$ cat config.mk
export PLATFORM = sky130hd
export DESIGN_NAME = mbx_send_seq
export DESIGN_NICKNAME = d
export VERILOG_FILES = /design/src/rtl/mbx_send_pkg.sv /design/src/rtl/mbx_pool.sv /design/src/rtl/mbx_chain.sv /design/src/rtl/mbx_send_seq.sv
export SDC_FILE = /design/constraint.sdc
export NUM_CORES = 2
export LEC_CHECK = 0
export BUFFER_PORTS_ARGS = -buffer_cell sky130_fd_sc_hd__buf_2
export CAP_MARGIN = 40
export CELL_PAD_IN_SITES_DETAIL_PLACEMENT = 0
export CELL_PAD_IN_SITES_GLOBAL_PLACEMENT = 2
export CORE_MARGIN = 1
export CORE_UTILIZATION = 52
export CTS_BUF_LIST = sky130_fd_sc_hd__clkbuf_4
export DETAILED_ROUTE_END_ITERATION = 8
export PLACE_DENSITY_LB_ADDON = 0.15
export SETUP_SLACK_MARGIN = 0.3
export SYNTH_ARGS = -nofsm -noshare
export SYNTH_HDL_FRONTEND = slang
export SYNTH_HIERARCHICAL = 1
export SYNTH_SLANG_ARGS = --single-unit
$ cat constraint.sdc
create_clock -name clk -period 32.6 [get_ports clk]
set_input_delay 6.52 -clock clk [delete_from_list [all_inputs] [get_ports clk]]
set_output_delay 6.52 -clock clk [all_outputs]
set_load 0.005 [all_outputs]
$ cat src/rtl/mbx_send_pkg.sv
package mbx_send_pkg;
  localparam logic [7:0] CELL_IDLE = 8'd0;
  localparam logic [7:0] CELL_NEW  = 8'd1;
  localparam logic [7:0] CELL_DONE = 8'd3;

  typedef enum logic [3:0] {
    F_IDLE, F_ENQ_WAIT, F_ISS_LD, F_ISS_WR, F_ISS_NEW, F_ISS_BELL,
    F_SCAN_RD, F_SCAN_WAIT, F_CPL_IDLE, F_RPL_RD, F_RPL_DRAIN, F_POP, F_SCAN_NEXT
  } seq_state_e;
endpackage

$ cat src/rtl/mbx_pool.sv
module mbx_pool #(
  parameter int ENTRIES = 8,
  parameter int DW = 256,
  parameter int LW = 6,
  localparam int PW = $clog2(ENTRIES)
) (
  input  logic          clk,
  input  logic          rst,
  input  logic          alloc_en,
  input  logic [DW-1:0] wr_data,
  input  logic [LW-1:0] wr_len,
  output logic          has_free,
  output logic [PW-1:0] alloc_idx,
  input  logic          free_en,
  input  logic [PW-1:0] free_idx,
  input  logic [PW-1:0] rd_idx,
  output logic [DW-1:0] rd_data,
  output logic [LW-1:0] rd_len
);
  logic [ENTRIES-1:0] used;
  logic [DW-1:0] mem  [ENTRIES];
  logic [LW-1:0] lmem [ENTRIES];

  assign has_free = ~&used;

  always_comb begin
    alloc_idx = '0;
    for (int i = ENTRIES - 1; i >= 0; i--)
      if (!used[i]) alloc_idx = PW'(i);
  end

  always_ff @(posedge clk) begin
    if (rst) used <= '0;
    else begin
      if (alloc_en) used[alloc_idx] <= 1'b1;
      if (free_en)  used[free_idx]  <= 1'b0;
    end
  end

  // payload store: no reset, registered read
  always_ff @(posedge clk) begin
    if (alloc_en) begin
      mem[alloc_idx]  <= wr_data;
      lmem[alloc_idx] <= wr_len;
    end
    rd_data <= mem[rd_idx];
    rd_len  <= lmem[rd_idx];
  end
endmodule

$ cat src/rtl/mbx_chain.sv
module mbx_chain #(
  parameter int NCH = 7,
  parameter int ENTRIES = 8,
  localparam int CHW = $clog2(NCH),
  localparam int PW = $clog2(ENTRIES),
  localparam int NSLOT = 2 ** CHW
) (
  input  logic           clk,
  input  logic           rst,
  input  logic [CHW-1:0] sel_ch,
  input  logic           push_en,
  input  logic [PW-1:0]  push_ent,
  input  logic           pop_en,
  output logic           q_nonempty,
  output logic [PW-1:0]  q_head,
  output logic           q_more,
  output logic [PW-1:0]  q_next
);
  logic [PW-1:0] head_r [NSLOT];
  logic [PW-1:0] tail_r [NSLOT];
  logic [PW-1:0] nxt_r  [ENTRIES];
  logic [NSLOT-1:0] live;

  assign q_nonempty = live[sel_ch];
  assign q_head     = head_r[sel_ch];
  assign q_more     = live[sel_ch] && (head_r[sel_ch] != tail_r[sel_ch]);
  assign q_next     = nxt_r[head_r[sel_ch]];

  always_ff @(posedge clk) begin
    if (rst) live <= '0;
    else begin
      if (push_en) begin
        if (live[sel_ch]) nxt_r[tail_r[sel_ch]] <= push_ent;
        else begin
          head_r[sel_ch] <= push_ent;
          live[sel_ch]   <= 1'b1;
        end
        tail_r[sel_ch] <= push_ent;
      end
      if (pop_en) begin
        if (head_r[sel_ch] == tail_r[sel_ch]) live[sel_ch] <= 1'b0;
        else head_r[sel_ch] <= nxt_r[head_r[sel_ch]];
      end
    end
  end
endmodule

$ cat src/rtl/mbx_send_seq.sv
module mbx_send_seq #(
  parameter int NCH = 7,
  parameter int MSG_BYTES = 32,
  parameter int POOL = 8,
  parameter int AW = 8,
  localparam int CHW = $clog2(NCH),
  localparam int LENW = $clog2(MSG_BYTES + 1),
  localparam int DW = MSG_BYTES * 8
) (
  input  logic            clk,
  input  logic            rst,
  input  logic            req_valid,
  output logic            req_ready,
  input  logic [CHW-1:0]  req_chan,
  input  logic [LENW-1:0] req_len,
  input  logic [DW-1:0]   req_data,
  output logic            rsp_valid,
  output logic            rsp_ok,
  input  logic            cpl_evt,
  output logic            mb_we,
  output logic            mb_re,
  output logic [AW-1:0]   mb_addr,
  output logic [7:0]      mb_wdata,
  input  logic [7:0]      mb_rdata,
  output logic            doorbell,
  output logic            rpl_valid,
  output logic [CHW-1:0]  rpl_chan,
  output logic [7:0]      rpl_data,
  output logic            rpl_last
);
  import mbx_send_pkg::*;

  localparam int PW = $clog2(POOL);
  localparam int IW = $clog2(MSG_BYTES);
  localparam int STATE_BASE = NCH * MSG_BYTES;

  seq_state_e st;
  logic [CHW-1:0] cur_ch;
  logic [PW-1:0]  cur_ent;
  logic [IW-1:0]  idx;
  logic scanning, int_pend;
  logic rt1, rk1, rl1, rt2, rk2, rl2;

  logic has_free, alloc_en, pop_en, req_good;
  logic [PW-1:0] alloc_idx, q_head, q_next;
  logic q_nonempty, q_more;
  logic [DW-1:0] pl_data;
  logic [LENW-1:0] pl_len;
  logic [CHW-1:0] sel_ch;
  logic [7:0] iss_byte;
  logic [AW-1:0] slot_addr, cell_addr;

  assign req_ready = (st == F_IDLE) && !int_pend;
  assign req_good  = (32'(req_chan) < NCH) && (32'(req_len) <= MSG_BYTES) && has_free;
  assign alloc_en  = req_ready && req_valid && req_good;
  assign pop_en    = (st == F_POP);
  assign sel_ch    = (st == F_IDLE) ? req_chan : cur_ch;
  assign slot_addr = AW'(cur_ch) * AW'(MSG_BYTES) + AW'(idx);
  assign cell_addr = AW'(STATE_BASE) + AW'(cur_ch);
  assign iss_byte  = (LENW'(idx) < pl_len) ? pl_data[idx*8 +: 8] : 8'h00;

  mbx_pool #(.ENTRIES(POOL), .DW(DW), .LW(LENW)) u_pool (
    .clk(clk), .rst(rst), .alloc_en(alloc_en), .wr_data(req_data), .wr_len(req_len),
    .has_free(has_free), .alloc_idx(alloc_idx), .free_en(pop_en), .free_idx(q_head),
    .rd_idx(cur_ent), .rd_data(pl_data), .rd_len(pl_len));

  mbx_chain #(.NCH(NCH), .ENTRIES(POOL)) u_chain (
    .clk(clk), .rst(rst), .sel_ch(sel_ch), .push_en(alloc_en), .push_ent(alloc_idx),
    .pop_en(pop_en), .q_nonempty(q_nonempty), .q_head(q_head), .q_more(q_more),
    .q_next(q_next));

  always_ff @(posedge clk) begin
    if (rst) begin
      st <= F_IDLE; cur_ch <= '0; cur_ent <= '0; idx <= '0;
      scanning <= 1'b0; int_pend <= 1'b0;
      mb_we <= 1'b0; mb_re <= 1'b0; mb_addr <= '0; mb_wdata <= '0;
      doorbell <= 1'b0; rsp_valid <= 1'b0; rsp_ok <= 1'b0;
      rt1 <= 1'b0; rk1 <= 1'b0; rl1 <= 1'b0; rt2 <= 1'b0; rk2 <= 1'b0; rl2 <= 1'b0;
      rpl_valid <= 1'b0; rpl_chan <= '0; rpl_data <= '0; rpl_last <= 1'b0;
    end else begin
      mb_we <= 1'b0; mb_re <= 1'b0; doorbell <= 1'b0; rsp_valid <= 1'b0;
      rt1 <= 1'b0; rk1 <= 1'b0; rl1 <= 1'b0;
      // read-return tracking: the mailbox answers one cycle after sampling
      rt2 <= rt1; rk2 <= rk1; rl2 <= rl1;
      rpl_valid <= rt2 & rk2;
      rpl_last  <= rt2 & rk2 & rl2;
      if (rt2 && rk2) begin
        rpl_data <= mb_rdata;
        rpl_chan <= cur_ch;
      end
      int_pend <= cpl_evt | (int_pend & (st != F_IDLE));
      case (st)
        F_IDLE: begin
          if (int_pend) begin
            scanning <= 1'b1; cur_ch <= '0; st <= F_SCAN_RD;
          end else if (req_valid) begin
            rsp_valid <= 1'b1;
            rsp_ok    <= req_good;
            if (req_good) begin
              cur_ch <= req_chan; cur_ent <= alloc_idx;
              mb_re <= 1'b1; mb_addr <= AW'(STATE_BASE) + AW'(req_chan);
              rt1 <= 1'b1; st <= F_ENQ_WAIT;
            end
          end
        end
        F_ENQ_WAIT: if (rt2) st <= (mb_rdata == CELL_IDLE) ? F_ISS_LD : F_IDLE;
        F_ISS_LD: begin idx <= '0; st <= F_ISS_WR; end
        F_ISS_WR: begin
          mb_we <= 1'b1; mb_addr <= slot_addr; mb_wdata <= iss_byte;
          idx <= idx + 1'b1;
          if (idx == IW'(MSG_BYTES - 1)) st <= F_ISS_NEW;
        end
        F_ISS_NEW: begin
          mb_we <= 1'b1; mb_addr <= cell_addr; mb_wdata <= CELL_NEW; st <= F_ISS_BELL;
        end
        F_ISS_BELL: begin
          doorbell <= 1'b1;
          st <= scanning ? F_SCAN_NEXT : F_IDLE;
        end
        F_SCAN_RD: begin
          mb_re <= 1'b1; mb_addr <= cell_addr; rt1 <= 1'b1; st <= F_SCAN_WAIT;
        end
        F_SCAN_WAIT: if (rt2) st <= (mb_rdata == CELL_DONE) ? F_CPL_IDLE : F_SCAN_NEXT;
        F_CPL_IDLE: begin
          mb_we <= 1'b1; mb_addr <= cell_addr; mb_wdata <= CELL_IDLE; idx <= '0;
          st <= q_nonempty ? F_RPL_RD : F_SCAN_NEXT;
        end
        F_RPL_RD: begin
          mb_re <= 1'b1; mb_addr <= slot_addr;
          rt1 <= 1'b1; rk1 <= 1'b1; rl1 <= (idx == IW'(MSG_BYTES - 1));
          idx <= idx + 1'b1;
          if (idx == IW'(MSG_BYTES - 1)) st <= F_RPL_DRAIN;
        end
        F_RPL_DRAIN: if (rt2 && rl2) st <= F_POP;
        F_POP: begin
          if (q_more) begin cur_ent <= q_next; st <= F_ISS_LD; end
          else st <= F_SCAN_NEXT;
        end
        F_SCAN_NEXT: begin
          if (32'(cur_ch) == NCH - 1) begin scanning <= 1'b0; st <= F_IDLE; end
          else begin cur_ch <= cur_ch + 1'b1; st <= F_SCAN_RD; end
        end
        default: st <= F_IDLE;
      endcase
    end
  end
endmodule

After elaboration in Yosys (flattened, before gate mapping) --
Memory sizes are Yosys's and may differ from the RTL's. A register that Yosys moved wholly into a read port is not among the register bits. Index checks and enable logic that the tools add are counted.
Cells by class: add/sub/neg operators 5, multiply operators 0, div/mod/pow operators 0, $lt $le $gt $ge 9, equal/unequal tests 31, shifts and indexed selects 1, muxes and demuxes 85, bitwise gates (word level) 14, reductions and logical operators 35
Operators with widths (number):
- $shiftx A256 B9 Y8 | 1
- $mux W8 | 12
- $mux W3 | 21
- $pmux W4 S13 | 1
- $pmux W8 S3 | 2
- $mux W4 | 10
- $mux W1 | 29
- $ne A2 B2 Y1 const B | 11
- $eq A4 B4 Y1 const B | 5
- $and A8 B8 Y8 | 2
- $eq A4 B3 Y1 const B | 4
- $not A8 Y8 | 2
- $or A8 B8 Y8 | 2
- $add A6 B4 Y7 const A | 2
- $lt A3 B4 Y1 const B | 3
- $pmux W3 S2 | 2
- $logic_and A1 B1 Y1 | 11
- $pmux W5 S2 | 1
- $demux W1 S3 | 3
- $ge A3 B1 Y1 const B | 3
- $reduce_or A3 Y1 | 3
- $add A8 B5 Y8 | 1
- $eq A4 B2 Y1 const B | 2
- $eq A8 B2 Y1 const B | 1
- other kinds (30) | 46
Word-level totals: flip-flop bits (word level) 72, bits in latches 0, bits in writable memories 2168, bits in read-only memories 0, memories 5
Memory list:
- u_pool.mem | depth 8, width 256, rd ports 1, clocked after Yosys merged registers in 1, write ports 1, line mbx_pool.sv:21 | logic [DW-1:0] mem [ENTRIES];
- u_pool.lmem | depth 8, width 6, rd ports 1, clocked after Yosys merged registers in 1, write ports 1, line mbx_pool.sv:22 | logic [LW-1:0] lmem [ENTRIES];
- u_chain.head_r | depth 8, width 3, rd ports 1, clocked after Yosys merged registers in 0, write ports 1, line mbx_chain.sv:19 | logic [PW-1:0] head_r [NSLOT];
- u_chain.nxt_r | depth 8, width 3, rd ports 1, clocked after Yosys merged registers in 0, write ports 1, line mbx_chain.sv:21 | logic [PW-1:0] nxt_r [ENTRIES];
- u_chain.tail_r | depth 8, width 3, rd ports 1, clocked after Yosys merged registers in 0, write ports 1, line mbx_chain.sv:20 | logic [PW-1:0] tail_r [NSLOT];

Logic depth before layout (Yosys ltp) --
depth in word-level cells 17, mapped depth 17, gate-level depth less buffers 14

Modules after synthesis --
Netlist, hierarchy kept.
By module, submodules not included:
- mbx_pool | times used 1, cells each 3350, area an instance 84278.3 um^2, seq. area each 68345.5 um^2
- mbx_send_seq | times used 1, cells each 516, area an instance 4963.5 um^2, seq. area each 1121.1 um^2
- mbx_chain | times used 1, cells each 263, area an instance 3834.9 um^2, seq. area each 2322.2 um^2

Worst setup path after synthesis --
No wires, ideal clock.
path kind input-to-reg, start input req_len[1], end memory u_pool.lmem[0][0] (enable), setup time 1.286 ns, arrival time 26.718 ns, required time 31.314 ns, slack 4.596 ns, cell stages on the path 6, cell sequence or4_4 > o21ai_4 > nand3_4 > inv_1 > clkbuf_1 > a21boi_0
Between the ends: word-level cells in the longest chain between the ends 6
Ends and longest elaborated chain:
- start: declaration | line mbx_send_seq.sv:15 | input logic [LENW-1:0] req_len,
- $le A6 B6 Y1 | line mbx_send_seq.sv:54 | assign req_good = (32'(req_chan) < NCH) && (32'(req_len) <= MSG_BYTES) && has_free;
- $logic_and A1 B1 Y1 (2 in series) | line mbx_send_seq.sv:54
- $logic_and A1 B1 Y1 | line mbx_send_seq.sv:55 | assign alloc_en = req_ready && req_valid && req_good;
- via alloc_en | line mbx_send_seq.sv:44 | logic has_free, alloc_en, pop_en, req_good;
- $mux W1 | line mbx_pool.sv:42 | if (alloc_en) begin
- $mux W1 (implied by the code) | line mbx_pool.sv:44 | lmem[alloc_idx] <= wr_len;
- end: declaration | line mbx_pool.sv:22
The timed path passes the listed nets, and every way through them passes these cells.

Worst setup path in the final report --
start input req_len[1], end memory u_pool.mem[2][54] (enable)
Between the ends: word-level cells in the longest chain between the ends 6
Ends and longest elaborated chain:
- $le A6 B6 Y1 | line mbx_send_seq.sv:54
- $logic_and A1 B1 Y1 (2 in series) | line mbx_send_seq.sv:54
- $logic_and A1 B1 Y1 | line mbx_send_seq.sv:55
- via alloc_en | line mbx_send_seq.sv:44
- $mux W1 | line mbx_pool.sv:42
- $mux W1 (implied by the code) | line mbx_pool.sv:43 | mem[alloc_idx] <= wr_data;
- end: declaration | line mbx_pool.sv:21
The timed path passes the listed nets, and every way through them passes these cells.

==> results.cfg <==
[status]
status = completed

[logic_synthesis]
synth-seq-cells = 2502
synth_edf_count = 2168
synthMuxAreaShare_pct = 18.2
synth_top_family_by_area = multiplexers
syn_area_um2 = 93100
yosys_warnings = 6
synthXorXnorAreaFrac_pct = 0.0726
synth_compound_area_share_pct = 1.65
synth.yosys.seq_area_share_pct = 77.1
ys.flop_type = edfxtp_1
syn_inst = 4129
syn_nets = 4414
yosys.area_share.adder_pct = 0.108
synthArstFlopShare_pct = 0
synth-simple-area-share_pct = 1.33
syn_avg_cell_area_um2 = 22.5
synthDistinctLibCells = 85

[layout]
mostFrequentLayoutCells = edfxtp_1, clkbuf_4, mux4_2
fillCellCount = 13000
drive_gt1_share_pct = 43.1
final_core_util_pct = 60.1
final_common_cell = edfxtp_1
nets = 5265
areaGrowthSynthToFinish_pct = 14.2
stdcell_area_um2 = 106000

[place]
place_ws_ns = 21.51
postPlaceCellArea_um2 = 97900
place.gp.congestion = 0.761
place_hpwl_mm = 120
port_buffers = 311

[setup_path]
worstReg2RegEnd = u_pool/mem[2][54]
startpoint_type = primary input
r2r_cells = 9
crit_type = in -> reg
r2r_start = st[3]
cp.arrival_ns = 10.68
endpoint_kind = flip-flop
reg2reg_slack_ns = 27.41
cp.required_ns = 33.54
cp_max_fo = 41

[route]
wl_per_cell_um = 26.5
via_per_inst = 5.72
drc = 0
dr.pass1.iters = 5
ant_nets = 0
finalWirelength_mm = 208
drt_first_iter_violations = 3230
vias = 44900

[clock_tree]
clock-root-buffer = clkbuf_4
cts_buffer_depth = 4
clk_pin_slew_ns = 0.06
postCtsHoldBufs = 0
clock_latency_ns = 1.39
post-cts-setup-buffer-count = 0
h-tree-depth = 6
cts_buffers = 645
clock_sinks = 2502
cts_tree = yes
post_cts_resized = 0

[die]
start_util_pct = 52.6
die_w_um = 425
ioPinCount = 312
core_area_um2 = 177000
dieArea_um2 = 181000
die_h_um = 425
rows = 154

[sta]
drv_slew = 0
skew_ns = 0.0845
setup_viol = 0
setup_tns_ns = 0
worstMarginPinSlew_ns = 1.05
setup_ws_ns = 22.86
fin_crit_ns = 9.74
period_share_pct = 29.9
maxClockFrequency_ghz = 0.103
hold_viol_final = 0
grt_setup_unrepaired = false
slew_headroom_pct = 30.1

[global_route]
grt_pass1_wl_mm = 308
grt_remaining_overflow = 0
grt_max_degree = 136
antenna_found_initial = 98
grt_pass1_vias = 47800
grt_use_total_pct = 23.5

[min_path]
hold_class = reg -> reg
min_to = rk2
whs_path_depth = 1
hp-start = rk1

[power]
p_per_area_nw_per_um2 = 62.9
ir_drop_v = 0.0000341
power.leakage_uw = 0.0348

[run]
maxCapViolCount = 0
synth_stat cells, drive strengths merged, types with 15 or more instances:
library cell	number	area [µm²]
nand2	66	248
inv	33	124
dfxtp	334	6690
o21ai	20	115
a21oi	53	265
nor2	49	184
nand2b	15	93.8
edfxtp	2168	65100
buf	133	943
mux2	282	3190
nand3	27	148
mux2i	58	588
clkbuf	81	304
mux4	585	13200
logic make-up (layout without fill, tap and decap cells):
| kind of cell | after synthesis | count (layout) |
|---|---|---|
| other | 0 | 24 |
| AND/OR/NAND/NOR | 235 | 235 |
| XOR/XNOR | 6 | 6 |
| multiplexers | 925 | 925 |
| buffers and inverters | 248 | 1606 |
| adder cells (fa/ha/maj) | 8 | 8 |
| flip-flops | 2502 | 2502 |
| AO/OA/AOI/OAI | 205 | 205 |
state kept, by name, summed over array words and instances, names as in the netlist, 4 cells and up:
register	flops
u_pool/rd_len	6
u_pool/lmem	48
u_chain/live	8
rpl_data	8
mb_wdata	8
u_pool/used	8
u_chain/head_r	24
st	4
mb_addr	8
u_chain/nxt_r	24
u_pool/rd_data	256
u_pool/mem	2048
u_chain/tail_r	24
idx	5
area by class of cell:
type	instances	area [µm²]	share of cell area, %
clock inverters	146	781	0.734
multi-input cells	1379	20000	18.8
repair buffers	418	3050	2.87
clock buffers	1008	7570	7.12
flip-flops and latches	2502	71800	67.5
diodes	24	60.1	0.0565
inverters	34	133	0.125
well taps	2340	2930	2.75
worst max-delay path by stage:
stage / slack (ns) / cells past startpoint / to / startpoint
6_report: 22.86 / 10 / u_pool/mem[2][54] / req_len[1]
3_5_place_dp: 21.51 / 10 / u_pool/mem[2][125] / req_len[1]
4_1_cts: 22.82 / 3 / req_ready / st[3]
5_1_grt: 22.73 / 3 / req_ready / st[3]
3_3_place_gp: 20.84 / 10 / u_pool/mem[2][124] / req_len[1]
2_1_floorplan: 4.60 / 6 / u_pool/lmem[0][0] / req_len[1]
worst max-delay path, stage by stage:
cell and delay (ns):
buf_2 0.15, or4_4 0.55, o21ai_4 0.28, nand3_4 0.16, inv_1 0.50, nand3_1 0.24
nor2_4 0.59, buf_4 0.73, buf_4 0.28, buf_4 0.56
report_power, final:
part / total (µW) / leakage, µW / internal, µW / switching, µW
sequential: 3590 / 0.0224 / 3560 / 33.3
combinational: 422 / 0.00739 / 170 / 252
clock: 2680 / 0.00501 / 1460 / 1220
routing by layer:
| layer | track usage [%] | part of all wire [%] |
|---|---|---|
| met2 | 37.7 | 50 |
| met5 | 0 | 0.15 |
| met3 | 5.96 | 6.4 |
| met4 | 8.50 | 2.5 |
| met1 | 31.4 | 41 |
stage by stage:
stage	total power, µW	cells	hold WS, ns
after floorplan	3950	4129	0.414
after global placement	4080	6639	0.422
after detailed placement	4090	6673	0.431
after CTS	6780	7827	0.449
after global routing	6990	7846	0.457
final	6690	7851	0.447
No activity file was read; power rests on OpenSTA's default activity.
